### src/rtl/seq_leg_pkg.sv
package seq_leg_pkg;
  localparam int unsigned NUM_LEGS = 3;
  localparam int unsigned SYNC_STAGES = 2;
  typedef logic [NUM_LEGS-1:0] leg_vec_t;
endpackage

### src/rtl/cmp_sync.sv
module cmp_sync #(
  parameter int unsigned STAGES = 2
) (
  input  logic clk,
  input  logic rst,
  input  logic async_i,
  output logic sync_o,
  output logic sync_prev_o
);
  logic [STAGES-1:0] chain_q;
  logic              prev_q;

  always_ff @(posedge clk) begin
    if (rst) chain_q[0] <= 1'b0;
    else     chain_q[0] <= async_i;
  end

  generate
    for (genvar s = 1; s < STAGES; s++) begin : g_stage
      always_ff @(posedge clk) begin
        if (rst) chain_q[s] <= 1'b0;
        else     chain_q[s] <= chain_q[s-1];
      end
    end
  endgenerate

  always_ff @(posedge clk) begin
    if (rst) prev_q <= 1'b0;
    else     prev_q <= chain_q[STAGES-1];
  end

  assign sync_o      = chain_q[STAGES-1];
  assign sync_prev_o = prev_q;
endmodule

### src/rtl/phase_timer.sv
module phase_timer
  import seq_leg_pkg::*;
#(
  parameter int unsigned CNT_W = 8
) (
  input  logic             clk,
  input  logic             rst,
  input  logic             phase_i,
  input  logic [CNT_W-1:0] tap_mid_i,
  input  logic [CNT_W-1:0] tap_late_i,
  output leg_vec_t         tap_o
);
  localparam logic [CNT_W-1:0] CNT_MAX = {CNT_W{1'b1}};

  logic             phase_q;
  logic [CNT_W-1:0] tick_q;
  logic             rise;

  assign rise = phase_i & ~phase_q;

  always_ff @(posedge clk) begin
    if (rst) begin
      phase_q <= 1'b0;
      tick_q  <= '0;
    end else begin
      phase_q <= phase_i;
      if (rise)                            tick_q <= {{(CNT_W-1){1'b0}}, 1'b1};
      else if (phase_i && tick_q != CNT_MAX) tick_q <= tick_q + 1'b1;
    end
  end

  always_comb begin
    tap_o    = '0;
    tap_o[0] = rise;
    tap_o[1] = phase_i & ~rise & (tick_q == tap_mid_i);
    tap_o[2] = phase_i & ~rise & (tick_q == tap_late_i);
  end
endmodule

### src/rtl/leg_sequencer.sv
module leg_sequencer
  import seq_leg_pkg::*;
(
  input  logic     clk,
  input  logic     rst,
  input  logic     armed_i,
  input  logic     phase_i,
  input  logic     below_i,
  input  logic     below_prev_i,
  input  leg_vec_t tap_i,
  output leg_vec_t gate_o
);
  leg_vec_t gate_q;
  leg_vec_t join_mask;
  logic     hold_q;
  logic     crossed;

  assign crossed = below_prev_i & ~below_i;

  assign join_mask[0] = 1'b0;
  generate
    for (genvar k = 1; k < NUM_LEGS; k++) begin : g_join
      assign join_mask[k] = tap_i[k] & below_i & gate_q[k-1];
    end
  endgenerate

  always_ff @(posedge clk) begin
    if (rst || !armed_i) begin
      gate_q <= '0;
      hold_q <= 1'b0;
    end else if (!phase_i) begin
      gate_q <= '0;
      hold_q <= 1'b0;
    end else if (tap_i[0]) begin
      gate_q <= {{(NUM_LEGS-1){1'b0}}, below_i};
      hold_q <= ~below_i;
    end else if (hold_q || crossed) begin
      gate_q <= '0;
      hold_q <= 1'b1;
    end else begin
      gate_q <= gate_q | join_mask;
    end
  end

  assign gate_o = gate_q;


  leg_order_chk: assert property (@(posedge clk) disable iff (rst)
    (!gate_q[2] || gate_q[1]) && (!gate_q[1] || gate_q[0]));


  ph2_off_chk: assert property (@(posedge clk) disable iff (rst)
    !phase_i |=> gate_q == '0);


  leg1_start_chk: assert property (@(posedge clk) disable iff (rst)
    $rose(gate_q[0]) |-> $past(tap_i[0] && below_i));


  leg2_tick_chk: assert property (@(posedge clk) disable iff (rst)
    $rose(gate_q[1]) |-> $past(tap_i[1] && below_i));


  leg3_tick_chk: assert property (@(posedge clk) disable iff (rst)
    $rose(gate_q[2]) |-> $past(tap_i[2] && below_i));


  cross_off_chk: assert property (@(posedge clk) disable iff (rst)
    (armed_i && phase_i && !tap_i[0] && crossed) |=> gate_q == '0);
endmodule

### src/rtl/seq_leg_ctrl.sv
module seq_leg_ctrl
  import seq_leg_pkg::*;
#(
  parameter int unsigned CNT_W = 8
) (
  input  logic             clk,
  input  logic             rst,
  input  logic             phase_chg,
  input  logic             cmp_below_async,
  input  logic             start_hold,
  input  logic [CNT_W-1:0] tap_mid,
  input  logic [CNT_W-1:0] tap_late,
  output logic [2:0]       gate_o
);
  logic     start_q;
  logic     armed_q;
  logic     below_s;
  logic     below_prev;
  leg_vec_t taps;
  leg_vec_t gates;

  always_ff @(posedge clk) begin
    if (rst) begin
      start_q <= 1'b0;
      armed_q <= 1'b0;
    end else begin
      start_q <= start_hold;
      if (start_q && !start_hold) armed_q <= 1'b1;
    end
  end

  cmp_sync #(.STAGES(SYNC_STAGES)) u_sync (
    .clk         (clk),
    .rst         (rst),
    .async_i     (cmp_below_async),
    .sync_o      (below_s),
    .sync_prev_o (below_prev)
  );

  phase_timer #(.CNT_W(CNT_W)) u_timer (
    .clk        (clk),
    .rst        (rst),
    .phase_i    (phase_chg),
    .tap_mid_i  (tap_mid),
    .tap_late_i (tap_late),
    .tap_o      (taps)
  );

  leg_sequencer u_seq (
    .clk          (clk),
    .rst          (rst),
    .armed_i      (armed_q),
    .phase_i      (phase_chg),
    .below_i      (below_s),
    .below_prev_i (below_prev),
    .tap_i        (taps),
    .gate_o       (gates)
  );

  assign gate_o = gates;


  idle_before_start_chk: assert property (@(posedge clk) disable iff (rst)
    !armed_q |-> gate_o == 3'b000);


  reset_clear_chk: assert property (@(posedge clk)
    rst |=> gate_o == 3'b000);
endmodule

### config.mk
export PLATFORM = sky130hd
export DESIGN_NAME = seq_leg_ctrl
export DESIGN_NICKNAME = d
export VERILOG_FILES = /design/src/rtl/seq_leg_pkg.sv /design/src/rtl/cmp_sync.sv /design/src/rtl/phase_timer.sv /design/src/rtl/leg_sequencer.sv /design/src/rtl/seq_leg_ctrl.sv
export SDC_FILE = /design/constraint.sdc
export NUM_CORES = 1
export LEC_CHECK = 0
export BUFFER_PORTS_ARGS = -buffer_cell sky130_fd_sc_hd__buf_2
export CORE_UTILIZATION = 58
export CTS_BUF_LIST = sky130_fd_sc_hd__clkbuf_4
export DETAILED_ROUTE_END_ITERATION = 6
export PLACE_DENSITY = 0.92
export SLEW_MARGIN = 20
export SYNTH_ARGS = -nofsm -noshare
export SYNTH_HDL_FRONTEND = slang
export SYNTH_SLANG_ARGS = --single-unit
### constraint.sdc
create_clock -name clk -period 3.33 [get_ports clk]
set_input_delay 0.666 -clock clk [delete_from_list [all_inputs] [get_ports clk]]
set_output_delay 0.666 -clock clk [all_outputs]
set_load 0.005 [all_outputs]
# Word level (Yosys, flattened, before mapping)
# Cells that the tools add are included.
# Widths: inputs -> output; s select.
[word_totals] ff_bits=18 latch_bits=0 ramBits=0 rom_bits=0 inputBits=21 out_inout_bits=3 elab_cells=46 mem_count=0
[op_classes] addsub=1 mul=0 n_div=0 order_cmp=0 n_eq_ne=3 shifts=0 n_mux=6 bitwise_logic=14 n_reduce_logical=11
[op_table] operator="$eq 8x8->1" count=2
[op_table] operator="$and 1x1->1" count=9
[op_table] operator="$add 8x1->8 const B" count=1
[op_table] operator="$ne 8x8->1 const B" count=1
[op_table] operator="$mux 1" count=6
[op_table] operator="$not 1->1" count=4
[op_table] operator="$reduce_bool 2->1" count=2
[op_table] operator="$reduce_or 2->1" count=2
[op_table] operator="$reduce_or 4->1" count=1
[op_table] operator="$or 3x3->3" count=1
[op_table] operator="$logic_and 1x1->1" count=2
[op_table] operator="$logic_not 1->1" count=2
[op_table] operator="$logic_or 1x1->1" count=2

# Depth between registers and ports, before layout
[depth] word_depth=10 ltp_mapped=6 ltp_nobuf=5

# Modules after synthesis
# A second synthesis with hierarchy kept.
[hier_totals] hier_cells=113 hier_area_um2=1054.8
[modules_own_cells] module="phase_timer" n_inst=1 cells_per_inst=83 area_each_um2=739.5 seq_area_each_um2=180.2
[modules_own_cells] module="leg_sequencer" n_inst=1 cells_per_inst=18 area_each_um2=171.4 seq_area_each_um2=80.1
[modules_own_cells] module="cmp_sync" n_inst=1 cells_per_inst=6 area_each_um2=78.8 seq_area_each_um2=60.1
[modules_own_cells] module="seq_leg_ctrl" n_inst=1 cells_per_inst=6 area_each_um2=65.1 seq_area_each_um2=40.0

# Worst setup path before layout
# OpenSTA, ideal clock, no wires.
[synth_timing] path_kind="input -> register" from="in phase_chg" to="reg u_seq.gate_q[1], in the netlist u_seq.gate_o[1]" setup_time_ns=0.065 t_arrival_ns=1.352 required_time_ns=3.265 slack_ns=1.913 path_stages=5 n_path_buf=1 path_cell_list="buf_4 -> nand3_1 -> nor4_1 -> a41oi_1 -> nor2_1"
[synth_between] elab_chain_cells=7 elab_cells_between_ends=9 cone_classes="bitwise: 8; reduce/logical: 1"
[synth_rtl] item="from (decl)" line="seq_leg_ctrl.sv:8" text="input logic phase_chg,"
[synth_rtl] item="$and 1x1->1" line="phase_timer.sv:19" text="assign rise = phase_i & ~phase_q;"
[synth_rtl] item="$not 1->1" line="phase_timer.sv:35" text="tap_o[1] = phase_i & ~rise & (tick_q == tap_mid_i);"
[synth_rtl] item="$and 1x1->1 (2 in series)" line="phase_timer.sv:35"
[synth_rtl] item="$and 1x1->1 (2 in series)" line="leg_sequencer.sv:23" text="assign join_mask[k] = tap_i[k] & below_i & gate_q[k-1];"
[synth_rtl] item="$or 3x3->3" line="leg_sequencer.sv:41" text="gate_q <= gate_q | join_mask;"
[synth_rtl] item="to (signal assigned)" line="leg_sequencer.sv:35" text="gate_q <= {{(NUM_LEGS-1){1'b0}}, below_i};"
[synth_rtl] item="to (signal assigned)" line="leg_sequencer.sv:41"
[synth_rtl] item="to (decl)" line="leg_sequencer.sv:13" text="leg_vec_t gate_q;"
# Several ways; a longest one is shown, not always the timed one.
# A chain may end at the register's enable or synchronous reset.

# Final worst setup path
[layout_timing] from="reg u_timer.tick_q[0]" to="reg u_timer.tick_q[1]"
[layout_between] elab_chain_cells=2 elab_cells_between_ends=3 cone_classes="add/sub: 1; eq/ne: 1; reduce/logical: 1"
[layout_rtl] item="from (decl)" line="phase_timer.sv:16" text="logic [CNT_W-1:0] tick_q;"
[layout_rtl] item="from (signal assigned)" line="phase_timer.sv:27" text="if (rise) tick_q <= {{(CNT_W-1){1'b0}}, 1'b1};"
[layout_rtl] item="from (signal assigned)" line="phase_timer.sv:28" text="else if (phase_i && tick_q != CNT_MAX) tick_q <= tick_q + 1'b1;"
[layout_rtl] item="parallel branches: the longest is 2 deep, another holds $add 8x1->8"
# Several ways; the timed one is not identified.

==> results.toml <==
[clocking]
cts_buffers = 3
cts_tree = "yes"
clock_latency_ns = 0.30
cts.hold.buffers_added = 0
root_buffer = "clkbuf_4"
cts_resized = 0
h-tree-depth = 1
clockBufferDepth = 2
post-cts-setup-buffer-count = 0
cts_sinks = 18
clk_pin_slew_worst_paths_ns = 0.10

[synth]
synth_top_flop_cell = "dfxtp_1"
syn_area_um2 = 957
synth_warnings = 0
yosys-top-cells-area = "dfxtp_1, xor2_1, nor2b_1"
synth_top_area_share_pct = 37.6
ys_async_sr_fraction_pct = 0
synth.yosys.seq_area_share_pct = 37.6
avgSynthCellArea_um2 = 9.12
yosys.area.top_type = "dfxtp_1"
synth-seq-cells = 18
synth_edf_count = 0
synth.distinct_cells = 32
synth_nets = 127
synthCells = 105

[pwr]
p_per_area_nw_per_um2 = 359
ir_drop_uv = 282
leakage_uw = 0.000472
total_power_uw = 378

[detailed_routing]
vias = 800
first_pass_iters = 4
drc = 0
wire_per_inst_um = 13.4
wirelength_um = 1890
dr.first_iter.drc_count = 27
ant_nets = 0
vias_per_cell = 5.67

[grt]
antenna_found_initial = 0
grt_pass1_wl_um = 3370
grt.total_usage_pct = 25.2
overflow = 0
grt_max_degree = 12
grt_pass1_vias = 779

[floorplanning]
design.core.area_um2 = 1520
dieArea_um2 = 1820
die_w_um = 42.6
die_h_um = 42.6
io_pins = 24
rows = 14
initial_core_util_pct = 62.8

[finish]
post-route-util_pct = 69.2
final_cell_mix = "buf_2, dfxtp_1, xor2_1, nor2_1"
layout.nets = 148
n_antenna_cell = 0
area_growth_pct = 10.2
drive_gt1_share_pct = 23.2
layout_commonest_cell = "buf_2"

[timing]
setup_viol = 0
slew_headroom_pct = 78.5
hold_slack_ns = 0.453
hold_violations = 0
clock.fmax_mhz = 631
final.setup.tns_ns = 0
tightest_slew_ns = 0.322
fin_worst_skew_ns = 0.00169
fin_crit_sh_pct = 47.6
fin_crit_ns = 1.58
rsz0062_at_grt = "no"
slew_violations = 0

[worst_setup_path]
critPathSlowestCell = "dfxtp_1"
cp-start-kind = "flop"
cp_max_fo = 7
critPathCaptureType = "flop"
critical_path_arrival_ns = 1.78
slowest_delay_ns = 0.47
worstSetupPathType = "reg2reg"
worstPathCellList = "ha_1, nand4_1, o21ai_1, mux2i_1, nor2_1"
cp.required_ns = 3.52

[place]
hpwl_um = 1450
place_congestion = 0.775
portBuffers = 23

[status]
status = "finished clean"

[min_path]
worstHoldPathType = "reg2reg"

[job]
drv_cap = 0
==> flip-flops by register name, summed over array words and instances, names as in the netlist <==
name                count
u_timer.tick_q          8
u_sync.sync_o           1
u_seq.hold_q            1
armed_q                 1
start_q                 1
u_timer.phase_q         1
u_sync.chain_q          1
u_seq.gate_o            3
u_sync.sync_prev_o      1
==> cells by family after synthesis <==
kind of cell	count (synthesis)	synth area share, %
AO/OA/AOI/OAI	17	11.8
buffers and inverters	10	7.84
multiplexers	1	1.05
XOR/XNOR	19	17.4
flip-flops	18	37.6
adder cells (fa/ha/maj)	1	1.31
AND/OR/NAND/NOR	39	23.0
==> area by class of cell <==
cell class	instances	area (um^2)
fillers	116	469
clock inverters	1	3.75
inverters	3	11.3
repair buffers	23	115
flip-flops and latches	18	360
clock buffers	3	22.5
multi-input cells	77	522
well taps	16	20.0
==> routing by layer <==
metal | routed length, um | up-vias | track usage (%)
met2 | 843 | 48 | 37.6
met4 | 71 | 0 | 17.5
met1 | 848 | 337 | 31.9
li1 | - | 406 | -
met5 | 0 | - | 0
met3 | 130 | 9 | 5.60
==> synthesized netlist by cell type (2+ instances only) <==
cell,count
nor2_1,8
xnor2_1,2
xor2_1,17
nand4_1,2
inv_1,3
buf_6,3
nor2b_1,6
nand3_1,4
a21oi_1,6
a41oi_1,3
nor4_1,3
and3_1,2
and3_2,2
nand2_1,4
nor3_1,3
buf_4,4
dfxtp_1,18
==> report_power, final <==
part           total (uW)  internal (uW)  switching (uW)
combinational        40.3           20.5            19.8
clock                 113           43.8            68.8
sequential            226            220            5.38
==> critical path: cells and delay by family, from the launching register on <==
family                   cells  cell delay, ns
flip-flops                   1            0.47
adder cells (fa/ha/maj)      1            0.34
AND/OR/NAND/NOR              2            0.26
multiplexers                 1            0.21
AO/OA/AOI/OAI                1            0.20
==> worst paths after layout <==
path                             to               from  cells after the start  slack [ns]
setup / recovery  u_timer.tick_q[1]  u_timer.tick_q[0]                      5        1.75
hold / removal        u_sync.sync_o  u_sync.chain_q[0]                      1        0.45
hold reg to reg       u_sync.sync_o  u_sync.chain_q[0]                      1        0.45
setup reg to reg  u_timer.tick_q[1]  u_timer.tick_q[0]                      5        1.75
==> stage by stage <==
stage          std cells  cell area [um^2]  setup slack [ns]
2_1_floorplan        105               957              1.91
3_3_place_gp         137              1030              1.76
3_5_place_dp         137              1030              1.73
4_1_cts              141              1050              1.76
5_1_grt              141              1050              1.61
6_report             141              1050              1.75
No activity file was read; power rests on OpenSTA's default activity.
